<file path="src/rtl/aes_colmix.sv">
module aes_colmix #(
  parameter int NCOL = 4
) (
  input  logic              clk,
  input  logic              rst_n,
  input  logic              in_valid,
  output logic              in_ready,
  input  logic              in_inv,
  input  logic [32*NCOL-1:0] in_data,
  output logic              out_valid,
  input  logic              out_ready,
  output logic [32*NCOL-1:0] out_data
);
  localparam int W = 32 * NCOL;

  function automatic logic [31:0] dbl4(input logic [31:0] w);
    logic [31:0] top;
    top  = w & 32'h8080_8080;
    dbl4 = ((w & 32'h7f7f_7f7f) << 1) ^ ((top >> 7) * 32'h1b);
  endfunction

  function automatic logic [31:0] ror8(input logic [31:0] w);
    ror8 = {w[7:0], w[31:8]};
  endfunction

  function automatic logic [31:0] ror16(input logic [31:0] w);
    ror16 = {w[15:0], w[31:16]};
  endfunction

  function automatic logic [31:0] ror24(input logic [31:0] w);
    ror24 = {w[23:0], w[31:24]};
  endfunction

  function automatic logic [31:0] fwd_mix(input logic [31:0] w);
    fwd_mix = ror8(w) ^ ror16(w) ^ ror24(w) ^ dbl4(ror8(w) ^ w);
  endfunction

  function automatic logic [31:0] inv_pre(input logic [31:0] w);
    inv_pre = w ^ dbl4(dbl4(ror16(w) ^ w));
  endfunction

  logic [W-1:0] mixed;
  logic         take;

  assign take     = in_valid && in_ready;
  assign in_ready = !out_valid || out_ready;

  for (genvar c = 0; c < NCOL; c++) begin : g_col
    logic [31:0] col_in, col_pre;
    assign col_in  = in_data[32*c +: 32];
    assign col_pre = in_inv ? inv_pre(col_in) : col_in;
    assign mixed[32*c +: 32] = fwd_mix(col_pre);
  end

  always_ff @(posedge clk or negedge rst_n) begin
    if (!rst_n) begin
      out_valid <= 1'b0;
      out_data  <= '0;
    end else if (take) begin
      out_valid <= 1'b1;
      out_data  <= mixed;
    end else if (out_ready) begin
      out_valid <= 1'b0;
    end
  end
endmodule


</file>
<file path="config.mk">
export PLATFORM = sky130hd
export DESIGN_NAME = aes_colmix
export DESIGN_NICKNAME = d
export VERILOG_FILES = /design/src/rtl/aes_colmix.sv
export SDC_FILE = /design/constraint.sdc
export NUM_CORES = 1
export LEC_CHECK = 0
export BUFFER_PORTS_ARGS = -buffer_cell sky130_fd_sc_hd__buf_2
export CAP_MARGIN = 5
export CELL_PAD_IN_SITES_DETAIL_PLACEMENT = 1
export CELL_PAD_IN_SITES_GLOBAL_PLACEMENT = 1
export CORE_AREA = 8 8 167 184
export CTS_CLUSTER_DIAMETER = 50
export DETAILED_ROUTE_END_ITERATION = 10
export DIE_AREA = 0 0 175 192
export PLACE_DENSITY_LB_ADDON = 0.1
export SLEW_MARGIN = 40
export SYNTH_ARGS = -nofsm -noshare
export SYNTH_HDL_FRONTEND = slang
export SYNTH_SLANG_ARGS = --single-unit
</file>
<file path="constraint.sdc">
create_clock -name clk -period 2 [get_ports clk]
set_input_delay 0.1 -clock clk [delete_from_list [all_inputs] [get_ports clk]]
set_output_delay 0.1 -clock clk [all_outputs]
set_load 0.02 [all_outputs]
</file>
**Word level (Yosys, flattened, before mapping)**

Cells that the tools add are included.

- Shifts and indexed selects: 0
- Reduce and logical (&&, ||, !) cells: 4
- Add/sub/neg operators: 0
- Div/mod/pow operators: 0
- Bitwise gates (word level): 36
- Order comparisons: 0
- Multiplexer cells: 6
- Multipliers: 12
- Equality and inequality tests: 0

Operator list:

| kind | count |
|---|---|
| $xor A32 B32 Y32 | 28 |
| $mul A25 B5 Y30 const B | 12 |
| $xor A32 B30 Y32 | 8 |
| $mux W32 | 4 |
| $mux W1 | 2 |
| $reduce_bool A2 Y1 | 1 |
| $logic_and A1 B1 Y1 | 1 |
| $logic_not A1 Y1 | 1 |
| $logic_or A1 B1 Y1 | 1 |

- Register bits after elaboration: 129
- Latch bits: 0
- Output and inout port bits: 130
- Memories kept: 0
- ROM bits: 0
- RAM bits: 0

**Depth between registers and ports, before layout**

- Depth in word-level cells: 11
- Depth in mapped cells: 10

**Least setup slack after synthesis**

Ideal clock, no wire load.

- Path kind: input port to flip-flop
- From: in in_data[15]
- To: reg out_data[20]
- Path buffers: 2
- Cell stages on the path: 9
- Data required time: 1.875 ns
- Setup time: 0.125 ns
- Slack: -0.513 ns
- Arrival time: 2.388 ns
- Cells stage by stage: clkbuf_1 -> xnor2_1 -> xnor3_1 -> xnor2_1 -> and2_1 -> buf_4 -> xor3_2 -> xnor3_1 -> mux2_2

- Longest elaborated chain between the ends: 11
- Elaborated cells between the ends (all ways): 13
- Classes of those cells: mul (3); mux (1); bitwise (9)

RTL lines:

| item | RTL line | source |
|---|---|---|
| from (decl) | 9 | `input logic [32*NCOL-1:0] in_data,` |
| $xor A32 B32 Y32 | 39 | `inv_pre = w ^ dbl4(dbl4(ror16(w) ^ w));` |
| $mul A25 B5 Y30 | 19 | `dbl4 = ((w & 32'h7f7f_7f7f) << 1) ^ ((top >> 7) * 32'h1b);` |
| $xor A32 B30 Y32 | 19 |  |
| $mul A25 B5 Y30 | 19 |  |
| $xor A32 B30 Y32 | 19 |  |
| $xor A32 B32 Y32 | 39 |  |
| $mux W32 (*) | 51 | `assign col_pre = in_inv ? inv_pre(col_in) : col_in;` |
| $xor A32 B32 Y32 | 35 | `fwd_mix = ror8(w) ^ ror16(w) ^ ror24(w) ^ dbl4(ror8(w) ^ w);` |
| $mul A25 B5 Y30 | 19 |  |
| $xor A32 B30 Y32 | 19 |  |
| $xor A32 B32 Y32 (*) | 35 |  |
| to (signal assigned) | 61 | `out_data <= mixed;` |
| to (decl) | 12 | `output logic [32*NCOL-1:0] out_data` |

Mark *: on every way between the ends. The rest lies on a longest branch, timed or not.
A chain may end at the register's enable or synchronous reset.

**Worst setup path after layout**

- From: in in_data[66]
- To: reg out_data[92]

- Longest elaborated chain between the ends: 8

RTL lines:

| item | RTL line |
|---|---|
| $xor A32 B32 Y32 (*) | 39 |
| $xor A32 B30 Y32 (*) (2 in series) | 19 |
| $xor A32 B32 Y32 (*) | 39 |
| $mux W32 (*) | 51 |
| $xor A32 B32 Y32 | 35 |
| $xor A32 B32 Y32 (*) (2 in series) | 35 |

Marks and branches as above.

==> impl_metrics.yaml <==
outcome:
  status: "complete, no violations"
synth:
  synth_most_common_cell: "xnor2_1"
  yosys_warnings: 0
  synthCells: 1099
  synth_area_per_cell_sq_um: 10.6
  synthTopCellsByArea: "dfrtp_1 28%, xnor2_1 21%, xnor3_1 16%, xor2_1 16%, nand2_1 5.8%"
  synth_common_cells: "278 x xnor2_1, 216 x xor2_1, 180 x nand2_1"
  ys_ff_latch: 129
  synth_edf_count: 0
  synth_cell_types: 21
  ys.flop_type: "dfrtp_1"
  synth-seq-area-share: 0.276
  synthArstFlopShare: 1.00
  synth_area_sq_mm: 0.0117
  synth_top_area_frac: 0.276
  synth_top_area_cell: "dfrtp_1"
  syn_nets: 1232
routing:
  wirelength_mm: 38.8
  routed_via_density: 4.74
  drc_errors: 0
  wl_per_cell_microns: 19.4
  initialDrtViolationCount: 350
  vias: 9468
  drtPass1Iterations: 4
  antenna_left: 0
timing:
  rsz0062_at_grt: "false"
  fin_worst_skew_ps: 9.38
  max_slew_margin: 0.561
  fin_ws_ps: 71.8
  setup_viol: 0
  fin_hold_ws_ps: 68.2
  drv_slew: 0
  min_period_ps: 1930
  period_share: 0.964
  tightest_slew_ps: 654
  fmax_mhz: 519
  hold_viol_final: 0
cts:
  clk-insertion-delay-late_ps: 440
  cts_buffers: 17
  tritoncts: "built"
  cts_root_buffer: "clkbuf_16"
  clk_pin_slew_ps: 60
  postCtsResizedCells: 0
  cts_max_level: 4
  cts.sinks: 129
  cts_buffer_depth: 2
layout:
  drive_gt1_frac: 0.377
  syn2layout_area_growth_pct: 40.1
  num_antenna_cells: 0
  design_area_sq_mm: 0.0164
  post-route-util: 0.593
  seq_area_sq_mm: 0.00323
  fin_nets: 1755
  fill_cells: 3133
  multi_input_area_sq_mm: 0.00861
  layoutNonFillerInstCount: 1998
critical_path:
  reg2reg_slack_ps: 480
  slowest_stage: "xnor3_1"
  cp.buffers_inverters: 1
  rr_endpoint: "out_data[92]"
  crit_cells: 8
  cp.required_ps: 2340
  crit_type: "primary input to flip-flop"
  cp_data_arrival_time_ps: 2260
  cp-start-kind: "primary input"
  end_kind: "flip-flop"
  cpPeakStageDelay_ps: 450
  crit_fanout: 2
  reg2regPathDepth: 4
  reg2reg_from: "out_valid"
  crit_family: "XOR/XNOR gates"
  crit_path_cell_trace: "buf_2 > xor2_1 > xnor3_1 > nand2_1 > xor2_1 > xor3_1 > xnor3_1 > o21ai_0"
hold_path:
  hold_class: "primary input to flip-flop"
  holdCritStartpoint: "out_ready"
  worstHoldPathCells: 3
  whs_endpoint: "out_valid"
floorplanning:
  start_util: 0.423
  io_pins: 263
  dieArea_sq_mm: 0.0336
  rows: 64
  die_h_microns: 192
  die_x_microns: 175
  core_sq_mm: 0.0276
global_routing:
  grt_pass1_wl_mm: 60.1
  grt_pass1_vias: 10900
  grt_overflow: 0
  track_usage: 0.232
  grt_max_degree: 53
  antenna_found_initial: 0
place:
  post_dp_cell_area_sq_mm: 0.0158
  place_hpwl_mm: 31.4
  place_congestion: 0.885
  placedCellCount: 1964
  numPortBuffers: 262
  pre_cts_ws_ps: -314
power_and_ir_drop:
  pwr_density_cell_mw_per_mm2: 1260
  ir_drop_uv: 644
  p_leak_uw: 0.00816
run:
  drv_cap: 0
## metal layers
metal / routed length (microns) / global-route usage
met2: 20300 / 0.424
met4: 1130 / 0.0842
met5: 0 / 0
met1: 15300 / 0.259
met3: 2070 / 0.0543
## cell type report
class,instances,area share
multi-input combinational,930,0.525
timing repair buffer,544,0.214
sequential,129,0.197
tap,363,0.0277
clock buffer,19,0.0270
clock inverter,13,0.00924
## state kept, by name (all words and copies together) (netlist names)
| signal | cells |
|---|---|
| out_valid | 1 |
| out_data | 128 |
## placed cells by master, fill, tap and decap left out
cell,synthesis,routed
inv_6,0,4
xnor2_1,278,269
buf_6,1,1
dfrtp_1,129,129
clkbuf_8,0,1
nand2_4,0,1
and2_1,7,7
nand2b_1,6,6
xnor3_1,84,84
nand2_1,180,179
xnor2_2,7,9
nor2b_1,2,2
o21ai_0,117,117
mux2_2,11,11
xor2_1,216,204
clkinv_2,0,1
dlygate4sd3_1,0,2
xnor2_4,0,7
clkinvlp_4,0,3
clkinv_4,0,2
clkbuf_1,33,1
xor2_2,2,9
buf_4,1,275
buf_12,0,5
xor3_1,17,17
bufinv_16,0,2
inv_8,0,1
o21ai_1,1,1
clkbuf_16,0,17
buf_2,2,261
xor3_2,1,1
xor2_4,1,6
## power breakdown
part / internal [uW] / switching, uW
Sequential: 3830 / 707
Clock: 1890 / 1370
Combinational: 6390 / 6370
## worst min-delay path: cells and delay by family
kind | cells | cell delay, ps
buffers and inverters | 1 | 80
AND/OR/NAND/NOR | 2 | 280
## cells by family after synthesis
family / count (synthesis) / share of synthesized area
xor gates and xnor gates: 606 / 0.583
and+or+nand+nor: 195 / 0.0658
DFF: 129 / 0.276
AOI/OAI and AO/OA: 118 / 0.0505
buffers and inverters: 40 / 0.0140
muxes: 11 / 0.0106
## worst max path at each step
stage               slack [ps]       endpoint         start
global route                 8  out_data[109]  in_data[106]
global placement          -220   out_data[53]   in_data[58]
CTS                        100   out_data[92]   in_data[66]
finish                      70   out_data[92]   in_data[66]
floorplan                  -20   out_data[20]        in_inv
detailed placement        -310  out_data[116]  in_data[106]
## what timing repair did
| action | CTS | global route |
|---|---|---|
| hold buffers | 2 | 0 |
| buffers inserted | 0 | 0 |
| setup endpoints to repair | 0 | 0 |
| hold endpoints to repair | 106 | 0 |
## per-stage QoR
step	power [uW]	setup TNS, ps
floorplan	12700	-20.0
global placement	17000	-6800
detailed placement	17400	-11740
CTS	20800	0
global route	21800	0
finish	20600	0
No activity file was read; power rests on OpenSTA's default activity.
